File: src/rtl/gg_pkg.sv
package gg_pkg;
    typedef enum logic [1:0] {
        FLT_IDLE    = 2'd0,
        FLT_SHORT   = 2'd1,
        FLT_UVHOLD  = 2'd2
    } flt_state_t;

    typedef enum logic {
        CH_LOCKED = 1'b0,
        CH_ARMED  = 1'b1
    } ch_state_t;
endpackage

File: src/rtl/gg_channel.sv
module gg_channel
    import gg_pkg::*;
#(
    parameter int PW_W = 8,
    parameter int DT_W = 8
) (
    input  logic            clk,
    input  logic            rst_n,
    input  logic            raw,
    input  logic [PW_W-1:0] cfg_min_pw,
    input  logic [DT_W-1:0] cfg_dead,
    input  logic            block,
    input  logic            mate_lvl_nxt,
    input  logic            mate_gate,
    output logic            lvl_nxt,
    output logic            gate
);
    localparam logic [DT_W-1:0] OFF_MAX = {DT_W{1'b1}};

    logic            in_q;
    logic            lvl;
    logic [PW_W-1:0] pw_cnt;
    logic [PW_W-1:0] pw_cnt_nxt;
    logic [PW_W-1:0] pw_lim;
    logic [DT_W-1:0] off_cnt;
    ch_state_t       st;
    ch_state_t       st_nxt;
    logic            arm_edge;
    logic            permit;

    // width filter: a new level is accepted after it held for cfg_min_pw cycles
    assign pw_lim = (cfg_min_pw == '0) ? '0 : cfg_min_pw - 1'b1;

    always_comb begin
        lvl_nxt    = lvl;
        pw_cnt_nxt = '0;
        if (in_q != lvl) begin
            if (pw_cnt >= pw_lim) begin
                lvl_nxt = in_q;
            end else begin
                pw_cnt_nxt = pw_cnt + 1'b1;
            end
        end
    end

    assign arm_edge = lvl_nxt && !lvl;

    always_comb begin
        st_nxt = st;
        unique case (st)
            CH_LOCKED: if (!block && arm_edge) st_nxt = CH_ARMED;
            CH_ARMED:  if (block) st_nxt = CH_LOCKED;
            default:   st_nxt = CH_LOCKED;
        endcase
    end

    assign permit = !mate_gate && (off_cnt >= cfg_dead) && !(lvl_nxt && mate_lvl_nxt);

    // state register
    always_ff @(posedge clk) begin
        if (!rst_n) begin
            st     <= CH_LOCKED;
            in_q   <= 1'b1;
            lvl    <= 1'b1;
            pw_cnt <= '0;
        end else begin
            st     <= st_nxt;
            in_q   <= raw;
            lvl    <= lvl_nxt;
            pw_cnt <= pw_cnt_nxt;
        end
    end

    // outputs and gap counter
    always_ff @(posedge clk) begin
        if (!rst_n) begin
            gate    <= 1'b0;
            off_cnt <= '0;
        end else begin
            gate <= (st_nxt == CH_ARMED) && lvl_nxt && permit;
            if (mate_gate) begin
                off_cnt <= '0;
            end else if (off_cnt != OFF_MAX) begin
                off_cnt <= off_cnt + 1'b1;
            end
        end
    end


    blk_off_chk: assert property (@(posedge clk) disable iff (!rst_n)
        block |=> !gate);


    dead_gap_chk: assert property (@(posedge clk) disable iff (!rst_n)
        $rose(gate) |-> !$past(mate_gate));
endmodule

File: src/rtl/gg_phase.sv
module gg_phase #(
    parameter int PW_W = 8,
    parameter int DT_W = 8
) (
    input  logic            clk,
    input  logic            rst_n,
    input  logic            cmd_hi,
    input  logic            cmd_lo,
    input  logic            lo_block,
    input  logic            hs_trip,
    input  logic            hs_ok,
    input  logic [PW_W-1:0] cfg_min_pw,
    input  logic [DT_W-1:0] cfg_dead,
    output logic            gate_hi,
    output logic            gate_lo
);
    logic hs_low;
    logic hs_low_nxt;
    logic hi_lvl_nxt;
    logic lo_lvl_nxt;

    // high-side supply latch with separate trip and recover flags
    assign hs_low_nxt = hs_trip ? 1'b1 : (hs_ok ? 1'b0 : hs_low);

    always_ff @(posedge clk) begin
        if (!rst_n) begin
            hs_low <= 1'b0;
        end else begin
            hs_low <= hs_low_nxt;
        end
    end

    gg_channel #(.PW_W(PW_W), .DT_W(DT_W)) u_hi (
        .clk          (clk),
        .rst_n        (rst_n),
        .raw          (cmd_hi),
        .cfg_min_pw   (cfg_min_pw),
        .cfg_dead     (cfg_dead),
        .block        (hs_low_nxt),
        .mate_lvl_nxt (lo_lvl_nxt),
        .mate_gate    (gate_lo),
        .lvl_nxt      (hi_lvl_nxt),
        .gate         (gate_hi)
    );

    gg_channel #(.PW_W(PW_W), .DT_W(DT_W)) u_lo (
        .clk          (clk),
        .rst_n        (rst_n),
        .raw          (cmd_lo),
        .cfg_min_pw   (cfg_min_pw),
        .cfg_dead     (cfg_dead),
        .block        (lo_block),
        .mate_lvl_nxt (hi_lvl_nxt),
        .mate_gate    (gate_hi),
        .lvl_nxt      (lo_lvl_nxt),
        .gate         (gate_lo)
    );


    no_shoot_chk: assert property (@(posedge clk) disable iff (!rst_n)
        !(gate_hi && gate_lo));
endmodule

File: src/rtl/gg_fault_seq.sv
module gg_fault_seq
    import gg_pkg::*;
#(
    parameter int LEN_W = 16
) (
    input  logic             clk,
    input  logic             rst_n,
    input  logic             sc_det,
    input  logic             uv_trip,
    input  logic             uv_ok,
    input  logic [LEN_W-1:0] cfg_len,
    output logic             lo_block,
    output logic             fault_n
);
    flt_state_t       st;
    flt_state_t       st_nxt;
    logic [LEN_W-1:0] cnt;
    logic [LEN_W-1:0] cnt_nxt;
    logic [LEN_W-1:0] len_m1;
    logic             uv_low;
    logic             uv_low_nxt;

    assign len_m1     = (cfg_len == '0) ? '0 : cfg_len - 1'b1;
    assign uv_low_nxt = uv_trip ? 1'b1 : (uv_ok ? 1'b0 : uv_low);

    always_comb begin
        st_nxt  = st;
        cnt_nxt = cnt;
        unique case (st)
            FLT_IDLE: begin
                if (uv_trip) begin
                    st_nxt  = FLT_UVHOLD;
                    cnt_nxt = len_m1;
                end else if (sc_det) begin
                    st_nxt  = FLT_SHORT;
                    cnt_nxt = len_m1;
                end
            end
            FLT_SHORT: begin
                if (uv_trip) begin
                    st_nxt  = FLT_UVHOLD;
                    cnt_nxt = len_m1;
                end else if (sc_det) begin
                    cnt_nxt = len_m1;
                end else if (cnt == '0) begin
                    st_nxt = FLT_IDLE;
                end else begin
                    cnt_nxt = cnt - 1'b1;
                end
            end
            FLT_UVHOLD: begin
                if (sc_det || uv_trip) begin
                    cnt_nxt = len_m1;
                end else if (cnt != '0) begin
                    cnt_nxt = cnt - 1'b1;
                end else if (!uv_low_nxt) begin
                    st_nxt = FLT_IDLE;
                end
            end
            default: st_nxt = FLT_IDLE;
        endcase
    end

    assign lo_block = (st_nxt != FLT_IDLE);

    // state register
    always_ff @(posedge clk) begin
        if (!rst_n) begin
            st     <= FLT_IDLE;
            cnt    <= '0;
            uv_low <= 1'b0;
        end else begin
            st     <= st_nxt;
            cnt    <= cnt_nxt;
            uv_low <= uv_low_nxt;
        end
    end

    // outputs
    always_ff @(posedge clk) begin
        if (!rst_n) begin
            fault_n <= 1'b1;
        end else begin
            fault_n <= (st_nxt == FLT_IDLE);
        end
    end


    sc_pulse_chk: assert property (@(posedge clk) disable iff (!rst_n)
        sc_det |=> !fault_n);


    uv_hold_chk: assert property (@(posedge clk) disable iff (!rst_n)
        uv_low |-> !fault_n);
endmodule

File: src/rtl/gate_guard.sv
module gate_guard #(
    parameter int NPH   = 3,
    parameter int PW_W  = 8,
    parameter int DT_W  = 8,
    parameter int LEN_W = 16
) (
    input  logic             clk,
    input  logic             rst_n,
    input  logic [NPH-1:0]   pwm_hi,
    input  logic [NPH-1:0]   pwm_lo,
    input  logic             sc_det,
    input  logic             lo_uv_trip,
    input  logic             lo_uv_ok,
    input  logic [NPH-1:0]   hi_uv_trip,
    input  logic [NPH-1:0]   hi_uv_ok,
    input  logic [LEN_W-1:0] cfg_fault_len,
    input  logic [PW_W-1:0]  cfg_min_pw,
    input  logic [DT_W-1:0]  cfg_dead,
    output logic [NPH-1:0]   gate_hi,
    output logic [NPH-1:0]   gate_lo,
    output logic             fault_n
);
    logic lo_block;

    gg_fault_seq #(.LEN_W(LEN_W)) u_fault (
        .clk      (clk),
        .rst_n    (rst_n),
        .sc_det   (sc_det),
        .uv_trip  (lo_uv_trip),
        .uv_ok    (lo_uv_ok),
        .cfg_len  (cfg_fault_len),
        .lo_block (lo_block),
        .fault_n  (fault_n)
    );

    for (genvar p = 0; p < NPH; p++) begin : g_ph
        gg_phase #(.PW_W(PW_W), .DT_W(DT_W)) u_ph (
            .clk        (clk),
            .rst_n      (rst_n),
            .cmd_hi     (pwm_hi[p]),
            .cmd_lo     (pwm_lo[p]),
            .lo_block   (lo_block),
            .hs_trip    (hi_uv_trip[p]),
            .hs_ok      (hi_uv_ok[p]),
            .cfg_min_pw (cfg_min_pw),
            .cfg_dead   (cfg_dead),
            .gate_hi    (gate_hi[p]),
            .gate_lo    (gate_lo[p])
        );


        hs_own_chk: assert property (@(posedge clk) disable iff (!rst_n)
            hi_uv_trip[p] |=> !gate_hi[p]);
    end


    sc_lo_chk: assert property (@(posedge clk) disable iff (!rst_n)
        sc_det |=> (gate_lo == '0));


    sc_hs_keep_chk: assert property (@(posedge clk) disable iff (!rst_n)
        (sc_det && !lo_uv_trip && (hi_uv_trip == '0) && $stable(pwm_hi)
         && (pwm_hi == '0) && (gate_hi == '0)) |=> (gate_hi == '0));


    hs_quiet_chk: assert property (@(posedge clk) disable iff (!rst_n)
        (fault_n && !sc_det && !lo_uv_trip) |=> fault_n);
endmodule

File: config.mk
export PLATFORM = sky130hd
export DESIGN_NAME = gate_guard
export DESIGN_NICKNAME = d
export VERILOG_FILES = /design/src/rtl/gg_pkg.sv /design/src/rtl/gg_channel.sv /design/src/rtl/gg_phase.sv /design/src/rtl/gg_fault_seq.sv /design/src/rtl/gate_guard.sv
export SDC_FILE = /design/constraint.sdc
export NUM_CORES = 1
export LEC_CHECK = 0
export BUFFER_PORTS_ARGS = -buffer_cell sky130_fd_sc_hd__buf_2
export CORE_ASPECT_RATIO = 1.5
export CORE_UTILIZATION = 40
export CTS_CLUSTER_SIZE = 20
export DETAILED_ROUTE_END_ITERATION = 10
export PLACE_DENSITY = 0.62
export SLEW_MARGIN = 10
export SYNTH_ARGS = -nofsm -noshare
export SYNTH_HDL_FRONTEND = slang
export SYNTH_SLANG_ARGS = --single-unit
File: constraint.sdc
create_clock -name clk -period 6.8 [get_ports clk]
set_input_delay 0.34 -clock clk [delete_from_list [all_inputs] [get_ports clk]]
set_output_delay 0.34 -clock clk [all_outputs]
set_load 0.01 [all_outputs]
**Word level (Yosys, flattened, before mapping)**

Index checks and enable logic that the tools add are counted.

- Word-level logic and storage cells: 235
- Flip-flop bits (word level): 143

- Order comparisons: 12
- Bitwise logic cells: 13
- Equal/unequal tests: 17
- Mux-type cells: 55
- Reduce and logical (&&, ||, !) cells: 80
- Add/sub/neg operators: 15

Operators by type and width:

| cell | count |
|---|---|
| $mux 16 | 8 |
| $add 8x1->8 const B | 12 |
| $ge 8x8->1 | 12 |
| $ne 8x8->1 const B | 6 |
| $pmux 16 s3 | 1 |
| $logic_and 1x1->1 | 39 |
| $logic_not 16->1 | 2 |
| $sub 16x1->16 const B | 2 |
| $mux 1 | 30 |
| $logic_not 1->1 | 19 |
| $reduce_or 3->1 | 6 |
| $mux 2 | 8 |
| $reduce_bool 16->1 | 1 |
| $not 1->1 | 13 |
| $pmux 1 s2 | 6 |
| $reduce_or 2->1 | 6 |
| $logic_not 8->1 | 1 |
| $mux 8 | 1 |
| $sub 8x1->8 const B | 1 |
| $ne 1x1->1 | 6 |
| $pmux 2 s3 | 1 |
| $logic_not 2->1 | 2 |
| $ne 4x4->1 const B | 1 |
| $reduce_and 4->1 | 1 |
| 7 further kinds | 7 |

**Longest topological paths before layout**

- Depth after elaboration: 13
- Gate-level depth with buffers: 13

**Modules after synthesis**

From an unflattened synthesis, not the netlist that was laid out.

- Cell total of the unflattened synthesis: 1217
- Area total of the unflattened synthesis: 10373.7 µm²

By module, submodules not included:

| module | instances | seq. area each (µm²) | cells an instance | area an instance (µm²) |
|---|---|---|---|---|
| gg_channel at g_ph[0].u_ph.u_lo ... | 4 | 400.4 | 161 | 1416.4 |
| gg_fault_seq | 1 | 400.4 | 235 | 1800.5 |
| gg_channel at g_ph[2].u_ph.u_hi | 1 | 400.4 | 162 | 1387.6 |
| gg_channel at g_ph[0].u_ph.u_hi | 1 | 400.4 | 164 | 1377.6 |
| gg_phase | 3 | 20.0 | 4 | 47.5 |

**Worst setup path after synthesis**

Ideal clock, no wire load.

- Kind: input port to flip-flop
- Start: input port cfg_min_pw[6]
- End: register g_ph[2].u_ph.u_hi.gate
- Slack: 3226 ps
- Stages: 10
- Data required time: 6740 ps
- Arrival time: 3514 ps
- Path through: or4_1 -> or3_1 -> and2_1 -> ha_1 -> nand2b_1 -> a2111oi_0 -> nor3_1 -> nor4b_1 -> nor4b_1 -> and3_1

- Longest elaborated chain between the ends: 11

RTL lines:

| item | RTL line | RTL |
|---|---|---|
| start: declaration | gate_guard.sv:17 | `input logic [PW_W-1:0] cfg_min_pw,` |
| $sub 8x1->8 or $logic_not 8->1 (tied branches) | gg_channel.sv:32 | `assign pw_lim = (cfg_min_pw == '0) ? '0 : cfg_min_pw - 1'b1;` |
| $mux 8 * | gg_channel.sv:32 |  |
| $ge 8x8->1 | gg_channel.sv:38 | `if (pw_cnt >= pw_lim) begin` |
| $mux 1 | gg_channel.sv:38 |  |
| $mux 1 | gg_channel.sv:37 | `if (in_q != lvl) begin` |
| $logic_and 1x1->1 | gg_channel.sv:46 | `assign arm_edge = lvl_nxt && !lvl;` |
| $logic_and 1x1->1 | gg_channel.sv:51 | `CH_LOCKED: if (!block && arm_edge) st_nxt = CH_ARMED;` |
| $mux 1 | gg_channel.sv:51 |  |
| $pmux 1 s2 | gg_channel.sv:50 | `unique case (st)` |
| $logic_and 1x1->1 | gg_channel.sv:80 | `gate <= (st_nxt == CH_ARMED) && lvl_nxt && permit;` |
| $logic_and 1x1->1 * | gg_channel.sv:80 |  |
| end signal: assignment | gg_channel.sv:80 |  |
| end: declaration | gg_channel.sv:16 | `output logic gate` |

Every way passes the cells marked *; elsewhere a longest branch is shown, timed or not.
A chain may end at the register's enable or synchronous reset.

**Final worst setup path**

Ends and elaborated chain as after synthesis.

==> results.py <==
metrics = {
    "status": {
        "status": "finished, final reports clean",
    },
    "pwr": {
        "powerDensity_nw_per_um2": 213,
        "leakage_nw": 4.34,
        "ir_drop_mv": 0.189,
    },
    "synthesis": {
        "avgSynthCellArea_um2": 8.57,
        "synth_top_flop_cell": "dfxtp_1",
        "synth_nets": 1201,
        "synth-simple-area-share_pct": 23.7,
        "synth_fa_ha_area_share_pct": 16.5,
        "async_flop_share_pct": 0,
        "synthXorXnorAreaFrac_pct": 8.00,
        "synthMuxAreaShare_pct": 1.06,
        "syn_area_um2": 8870,
        "ys_types": 58,
        "ys_warn_count": 0,
        "synth_compound_area_share_pct": 14.7,
        "synth_top_family_by_area": "simple AND/OR/NAND/NOR gates",
        "synth_cells": 1035,
        "ys_seq_area_share_pct": 32.3,
        "ys_seq_elements": 143,
        "synth_edf_count": 0,
    },
    "floorplan": {
        "ios": 56,
        "dieWidth_um": 124,
        "std_cell_rows": 66,
        "start_util_pct": 40.8,
        "die_h_um": 184,
        "core_um2": 21700,
        "dieArea_um2": 22800,
    },
    "sta": {
        "finalCritPeriodShare_pct": 58.3,
        "fin_crit_ps": 3960,
        "drv_slew": 0,
        "worst_pin_slew_ps": 1200,
        "max_slew_margin_pct": 18.2,
        "fin_skew_ps": 7.65,
        "hold_viol": 0,
        "setup_viol": 0,
        "fin_setup_tns_ps": 0,
        "clock.fmax_mhz": 252,
        "rsz0062_at_grt": "false",
    },
    "place": {
        "dpl_cell_area_um2": 9370,
        "gp_congestion": 0.827,
        "io_buffers": 55,
        "place_hpwl_um": 15300,
    },
    "cts": {
        "root_buffer": "clkbuf_16",
        "holdBufCountCts": 0,
        "clockBufferDepth": 2,
        "clk_pin_slew_ps": 60,
        "cts_resized": 0,
        "cts_max_level": 4,
        "cts_tree": "done",
        "postCtsSetupRepairBufs": 0,
        "cts.sinks": 143,
        "clock_latency_ps": 430,
        "cts_buffers": 17,
    },
    "global_routing": {
        "grt_pass1_vias": 7356,
        "antenna_found_initial": 0,
        "grt_max_degree": 55,
        "grtUsageTotal_pct": 19.4,
        "grt_pass1_wl_um": 34900,
        "overflow": 0,
    },
    "setup_path": {
        "end_kind": "register",
        "worstSetupPathType": "input pin to register",
        "critPathArrivalTime_ps": 4330,
        "startpoint_type": "input pin",
        "crit_required_ps": 7170,
        "path_max_fanout": 6,
    },
    "finish": {
        "fin_nets": 1252,
        "antennaDiodeCount": 0,
        "register_area_um2": 2860,
        "drive_gt1_share_pct": 9.02,
        "final_area_um2": 9960,
        "area_delta_synth_final_pct": 12.3,
        "filler_cell_count": 2188,
        "final_cell_mix": "dfxtp_1 (143), nor2_1 (126), ha_1 (117), nand3_1 (63)",
        "multiInputGateArea_um2": 5670,
        "final_common_cell": "dfxtp_1",
    },
    "job": {
        "cap_violations": 0,
    },
    "routing": {
        "wl_per_cell_um": 15.1,
        "vias": 7524,
        "dr.pass1.iters": 4,
        "drc_errors": 0,
        "wl_um": 20700,
        "drt_iter0_drc": 309,
        "ant_nets": 0,
        "vias_per_cell": 5.49,
    },
    "worst_hold_path": {
        "min_path_type": "input pin to register",
    },
}
## cells by family after synthesis
| kind of cell | after synthesis |
|---|---|
| simple gates | 415 |
| compound gates | 190 |
| flops | 143 |
| fa+ha+maj | 117 |
| xor+xnor | 81 |
| buf+inv | 80 |
| mux | 9 |
## cell type report
class	instances	share of cell area (%)
repair buffers	57	2.92
clock inverters	10	1.13
flip-flops and latches	143	28.8
clock buffers	21	4.72
multi-input cells	812	57.0
inverters	55	2.07
well taps	272	3.42
## critical path, stage by stage
cell and delay (ps):
buf_2 100, or4_1 530, or3_1 450, and2_1 280, ha_1 290, nand2b_1 140
a2111oi_0 1020, nor3_1 170, nor4b_1 530, nor4b_1 290, and3_1 190
## Yosys cell counts (all sizes together), types with 26 or more instances
library cell	instances	area share, %
a21oi	36	2.0
xnor2	26	2.6
nand2	51	2.2
nor3	31	1.7
xor2	55	5.4
ha	117	17
nand2b	29	2.0
dfxtp	143	32
o21ai	35	2.0
nor2	126	5.3
nand3	63	3.6
inv	55	2.3
## where the power goes
group | total, mW | internal [mW] | switching [mW] | leakage (nW)
clock network | 0.925 | 0.564 | 0.360 | 0.273
registers | 0.905 | 0.868 | 0.0368 | 1.16
logic | 0.296 | 0.122 | 0.174 | 2.90
total | 2.12 | 1.55 | 0.571 | 4.34
## final timing paths
| kind | startpoint | end | slack, ps | cells past startpoint |
|---|---|---|---|---|
| setup / recovery | cfg_min_pw[6] | g_ph[2].u_ph.u_hi.gate | 2840 | 11 |
| hold / removal | pwm_hi[1] | g_ph[1].u_ph.u_hi.in_q | 90 | 2 |
| setup reg to reg | g_ph[2].u_ph.u_lo.pw_cnt[0] | g_ph[2].u_ph.u_hi.gate | 3650 | 8 |
| hold reg to reg | g_ph[2].u_ph.u_lo.st | g_ph[2].u_ph.u_lo.st | 450 | 2 |
## sequential cells by signal, indices dropped and copies added (netlist names)
name	flops
g_ph.u_ph.u_hi.off_cnt	24
g_ph.u_ph.u_hi.pw_cnt	24
g_ph.u_ph.u_lo.off_cnt	24
g_ph.u_ph.u_lo.pw_cnt	24
u_fault.cnt	16
g_ph.u_ph.hs_low	3
g_ph.u_ph.u_hi.gate	3
g_ph.u_ph.u_hi.in_q	3
g_ph.u_ph.u_hi.lvl	3
g_ph.u_ph.u_hi.st	3
g_ph.u_ph.u_lo.gate	3
g_ph.u_ph.u_lo.in_q	3
g_ph.u_ph.u_lo.lvl	3
g_ph.u_ph.u_lo.st	3
u_fault.st	2
u_fault.fault_n	1
u_fault.uv_low	1
## metrics by stage
stage | cells | hold slack (ps) | total power, mW | utilization (%) | setup slack, ps
2_1_floorplan | 1035 | 424 | 1.13 | - | 3230
3_3_place_gp | 1339 | 435 | 1.21 | 43.2 | 2770
3_5_place_dp | 1339 | 438 | 1.22 | 43.2 | 2660
4_1_cts | 1370 | 74.3 | 2.15 | 45.8 | 2820
5_1_grt | 1370 | 85.5 | 2.23 | 45.8 | 2490
6_report | 1370 | 92.5 | 2.12 | 45.8 | 2840
## per-layer routing
layer | wire length, um | up-vias | track usage [%] | part of all wire (%)
met4 | 491 | 0 | 7.52 | 2.4
met5 | 0 | - | 0 | 0
li1 | - | 3852 | - | -
met1 | 9040 | 3538 | 21.6 | 44
met2 | 10700 | 99 | 35.6 | 52
met3 | 428 | 35 | 3.47 | 2.1
Note: power is estimated with default switching activity, not from simulation.
